[src/rtl/gpio_mux_port.sv]
module gpio_mux_port #(
  parameter int NPIN = 32,
  parameter int AW   = 3
) (
  input  logic            clk,
  input  logic            rst_n,
  input  logic            wr_en,
  input  logic            rd_en,
  input  logic [AW-1:0]   addr,
  input  logic [NPIN-1:0] wdata,
  output logic [NPIN-1:0] rdata,
  output logic            rvalid,
  input  logic [NPIN-1:0] pin_in,
  output logic [NPIN-1:0] pin_out,
  output logic [NPIN-1:0] pin_oe,
  input  logic [NPIN-1:0] p1_out,
  input  logic [NPIN-1:0] p1_oe,
  output logic [NPIN-1:0] p1_in,
  input  logic [NPIN-1:0] p2_out,
  input  logic [NPIN-1:0] p2_oe,
  output logic [NPIN-1:0] p2_in,
  input  logic [NPIN-1:0] p3_out,
  input  logic [NPIN-1:0] p3_oe,
  output logic [NPIN-1:0] p3_in
);
  localparam int HALF = NPIN / 2;
  localparam logic [AW-1:0] A_DATA = 3'd0;
  localparam logic [AW-1:0] A_SET  = 3'd1;
  localparam logic [AW-1:0] A_CLR  = 3'd2;
  localparam logic [AW-1:0] A_TGL  = 3'd3;
  localparam logic [AW-1:0] A_DIR  = 3'd4;
  localparam logic [AW-1:0] A_FLO  = 3'd5;
  localparam logic [AW-1:0] A_FHI  = 3'd6;

  logic [NPIN-1:0] dat_q, dir_q, fsel_lo, fsel_hi;
  logic [NPIN-1:0] rd_mux;

  always_ff @(posedge clk or negedge rst_n) begin
    if (!rst_n) begin
      dat_q   <= '0;
      dir_q   <= '0;
      fsel_lo <= '0;
      fsel_hi <= '0;
    end else if (wr_en) begin
      case (addr)
        A_DATA:  dat_q   <= wdata;
        A_SET:   dat_q   <= dat_q | wdata;
        A_CLR:   dat_q   <= dat_q & ~wdata;
        A_TGL:   dat_q   <= dat_q ^ wdata;
        A_DIR:   dir_q   <= wdata;
        A_FLO:   fsel_lo <= wdata;
        A_FHI:   fsel_hi <= wdata;
        default: ;
      endcase
    end
  end

  always_comb begin
    case (addr)
      A_DATA:  rd_mux = pin_in;
      A_DIR:   rd_mux = dir_q;
      A_FLO:   rd_mux = fsel_lo;
      A_FHI:   rd_mux = fsel_hi;
      default: rd_mux = '0;
    endcase
  end

  always_ff @(posedge clk or negedge rst_n) begin
    if (!rst_n) begin
      rvalid <= 1'b0;
      rdata  <= '0;
    end else begin
      rvalid <= rd_en;
      if (rd_en) rdata <= rd_mux;
    end
  end

  for (genvar i = 0; i < NPIN; i++) begin : g_pin
    logic [1:0] sel;
    if (i < HALF) begin : g_lo
      assign sel = fsel_lo[2*i +: 2];
    end else begin : g_hi
      assign sel = fsel_hi[2*(i-HALF) +: 2];
    end
    assign pin_out[i] = (sel == 2'd0) ? dat_q[i]  :
                        (sel == 2'd1) ? p1_out[i] :
                        (sel == 2'd2) ? p2_out[i] : p3_out[i];
    assign pin_oe[i]  = (sel == 2'd0) ? dir_q[i]  :
                        (sel == 2'd1) ? p1_oe[i]  :
                        (sel == 2'd2) ? p2_oe[i]  : p3_oe[i];
    assign p1_in[i] = (sel == 2'd1) & pin_in[i];
    assign p2_in[i] = (sel == 2'd2) & pin_in[i];
    assign p3_in[i] = (sel == 2'd3) & pin_in[i];
  end
endmodule

[config.mk]
export PLATFORM = sky130hd
export DESIGN_NAME = gpio_mux_port
export DESIGN_NICKNAME = d
export VERILOG_FILES = /design/src/rtl/gpio_mux_port.sv
export SDC_FILE = /design/constraint.sdc
export NUM_CORES = 1
export LEC_CHECK = 0
export ABC_AREA = 1
export BUFFER_PORTS_ARGS = -buffer_cell sky130_fd_sc_hd__buf_2
export CORE_UTILIZATION = 35
export CTS_CLUSTER_DIAMETER = 50
export CTS_CLUSTER_SIZE = 30
export DETAILED_ROUTE_END_ITERATION = 16
export GPL_TIMING_DRIVEN = 0
export PLACE_DENSITY_LB_ADDON = 0.1
export SLEW_MARGIN = 20
export SYNTH_ARGS = -nofsm -noshare
export SYNTH_HDL_FRONTEND = slang
export SYNTH_SLANG_ARGS = --single-unit
[constraint.sdc]
create_clock -name clk -period 1.6 [get_ports clk]
set_clock_uncertainty 0.1 [all_clocks]
set_input_delay 0.24 -clock clk [delete_from_list [all_inputs] [get_ports clk]]
set_output_delay 0.24 -clock clk [all_outputs]
set_load 0.02 [all_outputs]
==> results summary <==
The routed via count divided by cell count came out at 5.39. For this run, global-route usage on met1 was measured as 0.429. The leakage dissipation is ~9.5 nW. The net total in the final layout came out at ~2.7k.

The met2 track utilization from global routing is 0.522. The headroom to the max-slew limit came out at 0.492. The number of clock sinks seen by CTS came out at roughly 160. The combinational fraction of design power came out at 0.445. Row generation in the floorplan step produced between 60 and 70 rows.

TritonCTS built the clock tree. Setup violations remaining at the end of the flow were counted as 160. The count of endpoints failing hold in the final timing report came out at 0.

The global-route total usage across every layer is 0.323. The power density over the cells is 1050 nW/um2. The later-pin clock latency in the skew report came out at between 0.4 and 0.5 ns. After clock tree synthesis, the clock-pin slew on the worst setup and hold paths is about 0.08 ns. The flow ran to the end, but the final reports show violations.

The worst-case vdd ir drop is 827 uV. The critical setup path kind is reg -> out. The detailed-route wire length per cell is about 20 um. The number of cells traversed by the worst hold path came out at 5. The arrival time at the worst endpoint came out at ~1.6 ns. The number of nets still failing antenna checks after routing is 0. STA classifies the critical path startpoint as a flip-flop. Routability-driven placement finished with a final weighted congestion of a little over 0.9. The worst register-to-register path ends at rdata[16]$_DFFE_PN0P_.

For this run, the register share of the synthesized area comes to 0.343. The number of cells in the finished layout apart from fillers came out at roughly 2.8k. The global-route wire length before repair came out at just over 80 mm.

The compound-cell area share of the yosys netlist is 0.0903. Of the total synthesized cell area, the portion taken by full adders, half adders and majority gates is 0.0681. Of the post-synthesis cell area, the dominant cell type holds 0.343. The yosys synthesis warning count came out at 0. The post-synth net total is around 2.1k. In this run the vertical extent of the chip is approximately 190 um. The iteration-0 DRC count of the detailed router is 1382. The count of final max-slew check failures is 0. Sorting the synthesized cells by area gives the leading types as sky130_fd_sc_hd__dfrtp_1 34%, sky130_fd_sc_hd__nand2_1 18%, sky130_fd_sc_hd__ha_1 6.8%. The depth of the worst register-to-register path came out at 5.

Summing over every cut layer, the via total after detailed routing is between 15k and 20k. The period utilization is 1.24. The final layout contains routed wiring with a total length of between 50 and 60 mm. The number of placed instances, taps included, is 2689. The area of the die came out at between 30000 and 40000 um2. Synthesis produced a netlist whose cell count is between 1.5k and 2k. Hold timing on the final database bottoms out at a slack of between 0.06 and 0.07 ns. The most used routing layer is met2. Detailed placement ended at an HPWL of between 40 and 50 mm. The biggest area consumer among synthesized cells is sky130_fd_sc_hd__dfrtp_1. The worst register-to-register path has a setup slack of 0.02 ns.

The buffer levels on the longest clock path came out at 2. The number of violations of the max-capacitance limit is 0. The number of distinct library cells after synthesis is 24. The switching share of power is 0.427. At the pin with the least slew margin, the transition time is 0.762 ns. In this run the horizontal extent of the chip is 185 um. The final reports fail on negative setup slack. The total overflow left after global routing is 0. The initial antenna violation count is 6. Of the total synthesized cell area, the portion taken by XOR and XNOR cells is 0. TritonCTS created 17 clock buffers. Summed over all nets, the switching power comes to around 8.4 mW. Setup repair after global routing could not meet its margin everywhere. Counting I/O delays and the setup requirement, the final critical path takes 1.98 ns. The area share of and/or/nand/nor cells after synthesis is 0.399. The worst hold path begins at pin_in[5]. Power comes to 19.6 mW. The clock network fraction of design power came out at 0.229. The average size of a mapped cell is approximately 6.6 um2.

The cell area after synthesis came out at between 10000 and 15000 um2. The remaining design rule violation count came out at 0. The utilization of the core after routing came out at 0.572. The largest net degree at the start of global routing came out at between 90 and 100. The sequential share of power came out at 0.325.

The via count of the first global-routing pass was ~14k. The ratio of cells with drive above 1 in the final layout is 0.438. The combinational family with the most area after synthesis is simple AND/OR/NAND/NOR gates. In the global route stage, met3 resource usage came out at 0.0653.

The path with the worst hold slack has its endpoint at rdata[5]$_DFFE_PN0P_. The maximum frequency from static timing analysis is ~500 MHz. The first-pass iteration count of the detailed router came out at 6. The maximum fanout along the worst path came out at 4. The area growth from synthesis to layout is 59.6%. The number of levels the H-tree was split into came out at 4. The worst register-to-register path begins at fsel_hi[16]$_DFFE_PN0P_. The quantity of I/O buffers inserted on ports came out at about 460. Measured against the total synthesized area, the mux share comes to 0. The path class of the tightest hold or removal check is in -> reg. The number of top-level design ports is approximately 460. The total internal power is 11.2 mW.

The area of placed instances is ~15000 um2. Summing all non-filler instances in the final layout gives an area of 18800 um2. The area inside the core boundary came out at 32800 um2. STA classifies the critical path endpoint as an output pin. The required time at the endpoint of the critical path came out at ~1.3 ns. The initial core utilization is 0.359.

Clock tree synthesis selected as its root buffer the cell sky130_fd_sc_hd__clkbuf_16. Synthesis inferred 161 register bits. Once routing completed, OpenROAD measured the worst setup slack at -0.385 ns.
==> per-layer routing <==
metal / vias to the layer above / wire (um)
met4: 2 / 1450
met2: 705 / 27500
met5: - / 12
met1: 7402 / 24100
met3: 98 / 4790
li1: 7077 / -
==> worst max path at each step <==
stage	end	startpoint	slack, ns	depth (start not counted)
floorplan	p3_in[30]	fsel_hi[28]$_DFFE_PN0P_	0.09	3
global placement	dat_q[21]$_DFFE_PN0P_	rst_n	-2.43	1
detailed placement	rdata[16]$_DFFE_PN0P_	addr[1]	-0.33	7
CTS	pin_out[15]	fsel_lo[31]$_DFFE_PN0P_	-0.31	5
global route	pin_out[15]	fsel_lo[31]$_DFFE_PN0P_	-0.38	5
finish	pin_out[15]	fsel_lo[31]$_DFFE_PN0P_	-0.38	5
==> layout make-up <==
cell class | count | area (um2)
flip-flops and latches | 161 | 4110
plain buffers | 80 | 409
multi-input cells | 1346 | 7910
inverters | 164 | 741
clock inverters | 14 | 191
diodes | 4 | 10.0
clock buffers | 18 | 429
repair buffers | 608 | 4410
well taps | 442 | 553
fillers | 3043 | 14000
==> flip-flops by register name, summed over array words and instances, names as in the netlist <==
| register | flops |
|---|---|
| fsel_hi | 32 |
| dat_q | 32 |
| rvalid | 1 |
| fsel_lo | 32 |
| dir_q | 32 |
| rdata | 32 |
==> cell usage in the layout, fill, tap and decap left out, types with 7 or more instances in the layout <==
cell	count
sky130_fd_sc_hd__buf_1	10
sky130_fd_sc_hd__buf_6	151
sky130_fd_sc_hd__inv_2	18
sky130_fd_sc_hd__nor3_2	46
sky130_fd_sc_hd__o21ai_0	58
sky130_fd_sc_hd__nand2_2	15
sky130_fd_sc_hd__dfrtp_1	96
sky130_fd_sc_hd__nand3_2	26
sky130_fd_sc_hd__nand4_1	108
sky130_fd_sc_hd__clkbuf_1	25
sky130_fd_sc_hd__buf_4	172
sky130_fd_sc_hd__ha_1	64
sky130_fd_sc_hd__dfrtp_2	65
sky130_fd_sc_hd__nand2_1	543
sky130_fd_sc_hd__nor2_1	79
sky130_fd_sc_hd__clkbuf_16	17
sky130_fd_sc_hd__nor3_4	43
sky130_fd_sc_hd__inv_1	97
sky130_fd_sc_hd__inv_6	7
sky130_fd_sc_hd__nand3_1	121
sky130_fd_sc_hd__buf_2	326
sky130_fd_sc_hd__o211ai_1	20
sky130_fd_sc_hd__inv_4	48
sky130_fd_sc_hd__a21oi_1	32
sky130_fd_sc_hd__nor2_2	46
sky130_fd_sc_hd__nor2_4	47
sky130_fd_sc_hd__o21ai_1	88
==> per-stage QoR <==
step | TNS (ns) | setup WS [ns]
floorplan | 0 | 0.0862
global route | -29.82 | -0.377
detailed placement | -9.55 | -0.331
CTS | -16.92 | -0.308
finish | -22.94 | -0.385
global placement | -397.34 | -2.43
==> cell usage after synthesis <==
cell type	n
sky130_fd_sc_hd__ha_1	64
sky130_fd_sc_hd__nand4_4	2
sky130_fd_sc_hd__o21ai_0	76
sky130_fd_sc_hd__buf_2	32
sky130_fd_sc_hd__o21ai_1	74
sky130_fd_sc_hd__nor2_1	169
sky130_fd_sc_hd__nor3_1	90
sky130_fd_sc_hd__o211ai_1	20
sky130_fd_sc_hd__nand2_1	557
sky130_fd_sc_hd__inv_4	1
sky130_fd_sc_hd__nand4_1	108
sky130_fd_sc_hd__buf_4	8
sky130_fd_sc_hd__inv_2	2
sky130_fd_sc_hd__inv_1	161
sky130_fd_sc_hd__clkbuf_1	65
sky130_fd_sc_hd__nand2_2	4
sky130_fd_sc_hd__nand3_2	1
sky130_fd_sc_hd__nor2_4	2
sky130_fd_sc_hd__buf_6	5
sky130_fd_sc_hd__nand3_1	146
sky130_fd_sc_hd__buf_1	10
sky130_fd_sc_hd__a21oi_1	32
sky130_fd_sc_hd__nor2_2	1
sky130_fd_sc_hd__dfrtp_1	161
==> worst max-delay path: stages, from the launching register on <==
cell and delay [ns]:
sky130_fd_sc_hd__dfrtp_2 0.49, sky130_fd_sc_hd__buf_6 0.15, sky130_fd_sc_hd__nor2_4 0.03, sky130_fd_sc_hd__nand2_1 0.06
sky130_fd_sc_hd__nand4_1 0.24, sky130_fd_sc_hd__buf_6 0.23
==> power by group through the flow <==
stage / Combinational [mW] / Sequential (mW) / Clock, mW
floorplan: 3.84 / 5.36 / 0
global placement: 6.05 / 5.61 / 0
detailed placement: 6.14 / 5.63 / 0
CTS: 7.53 / 6.17 / 4.51
global route: 9.41 / 6.47 / 4.69
finish: 8.74 / 6.38 / 4.50
==> logic make-up (layout without fill, tap and decap cells) <==
logic type                 count (synthesis)  count (layout)
and+or+nand+nor                         1080            1080
other                                      0               4
adders and majority gates                 64              64
AOI/OAI and AO/OA                        202             202
buffers and inverters                    284             884
DFF                                      161             161
==> timing repair <==
| action | CTS | global route |
|---|---|---|
| cloned | 0 | 0 |
| pin swaps | 141 | 96 |
| resized for setup | 544 | 274 |
| setup endpoints to repair | 160 | 162 |
| hold buffers | 2 | 0 |
| buffers inserted | 114 | 37 |
| endpoints found under the hold margin | 69 | 0 |
Note: power is estimated with default switching activity, not from simulation.
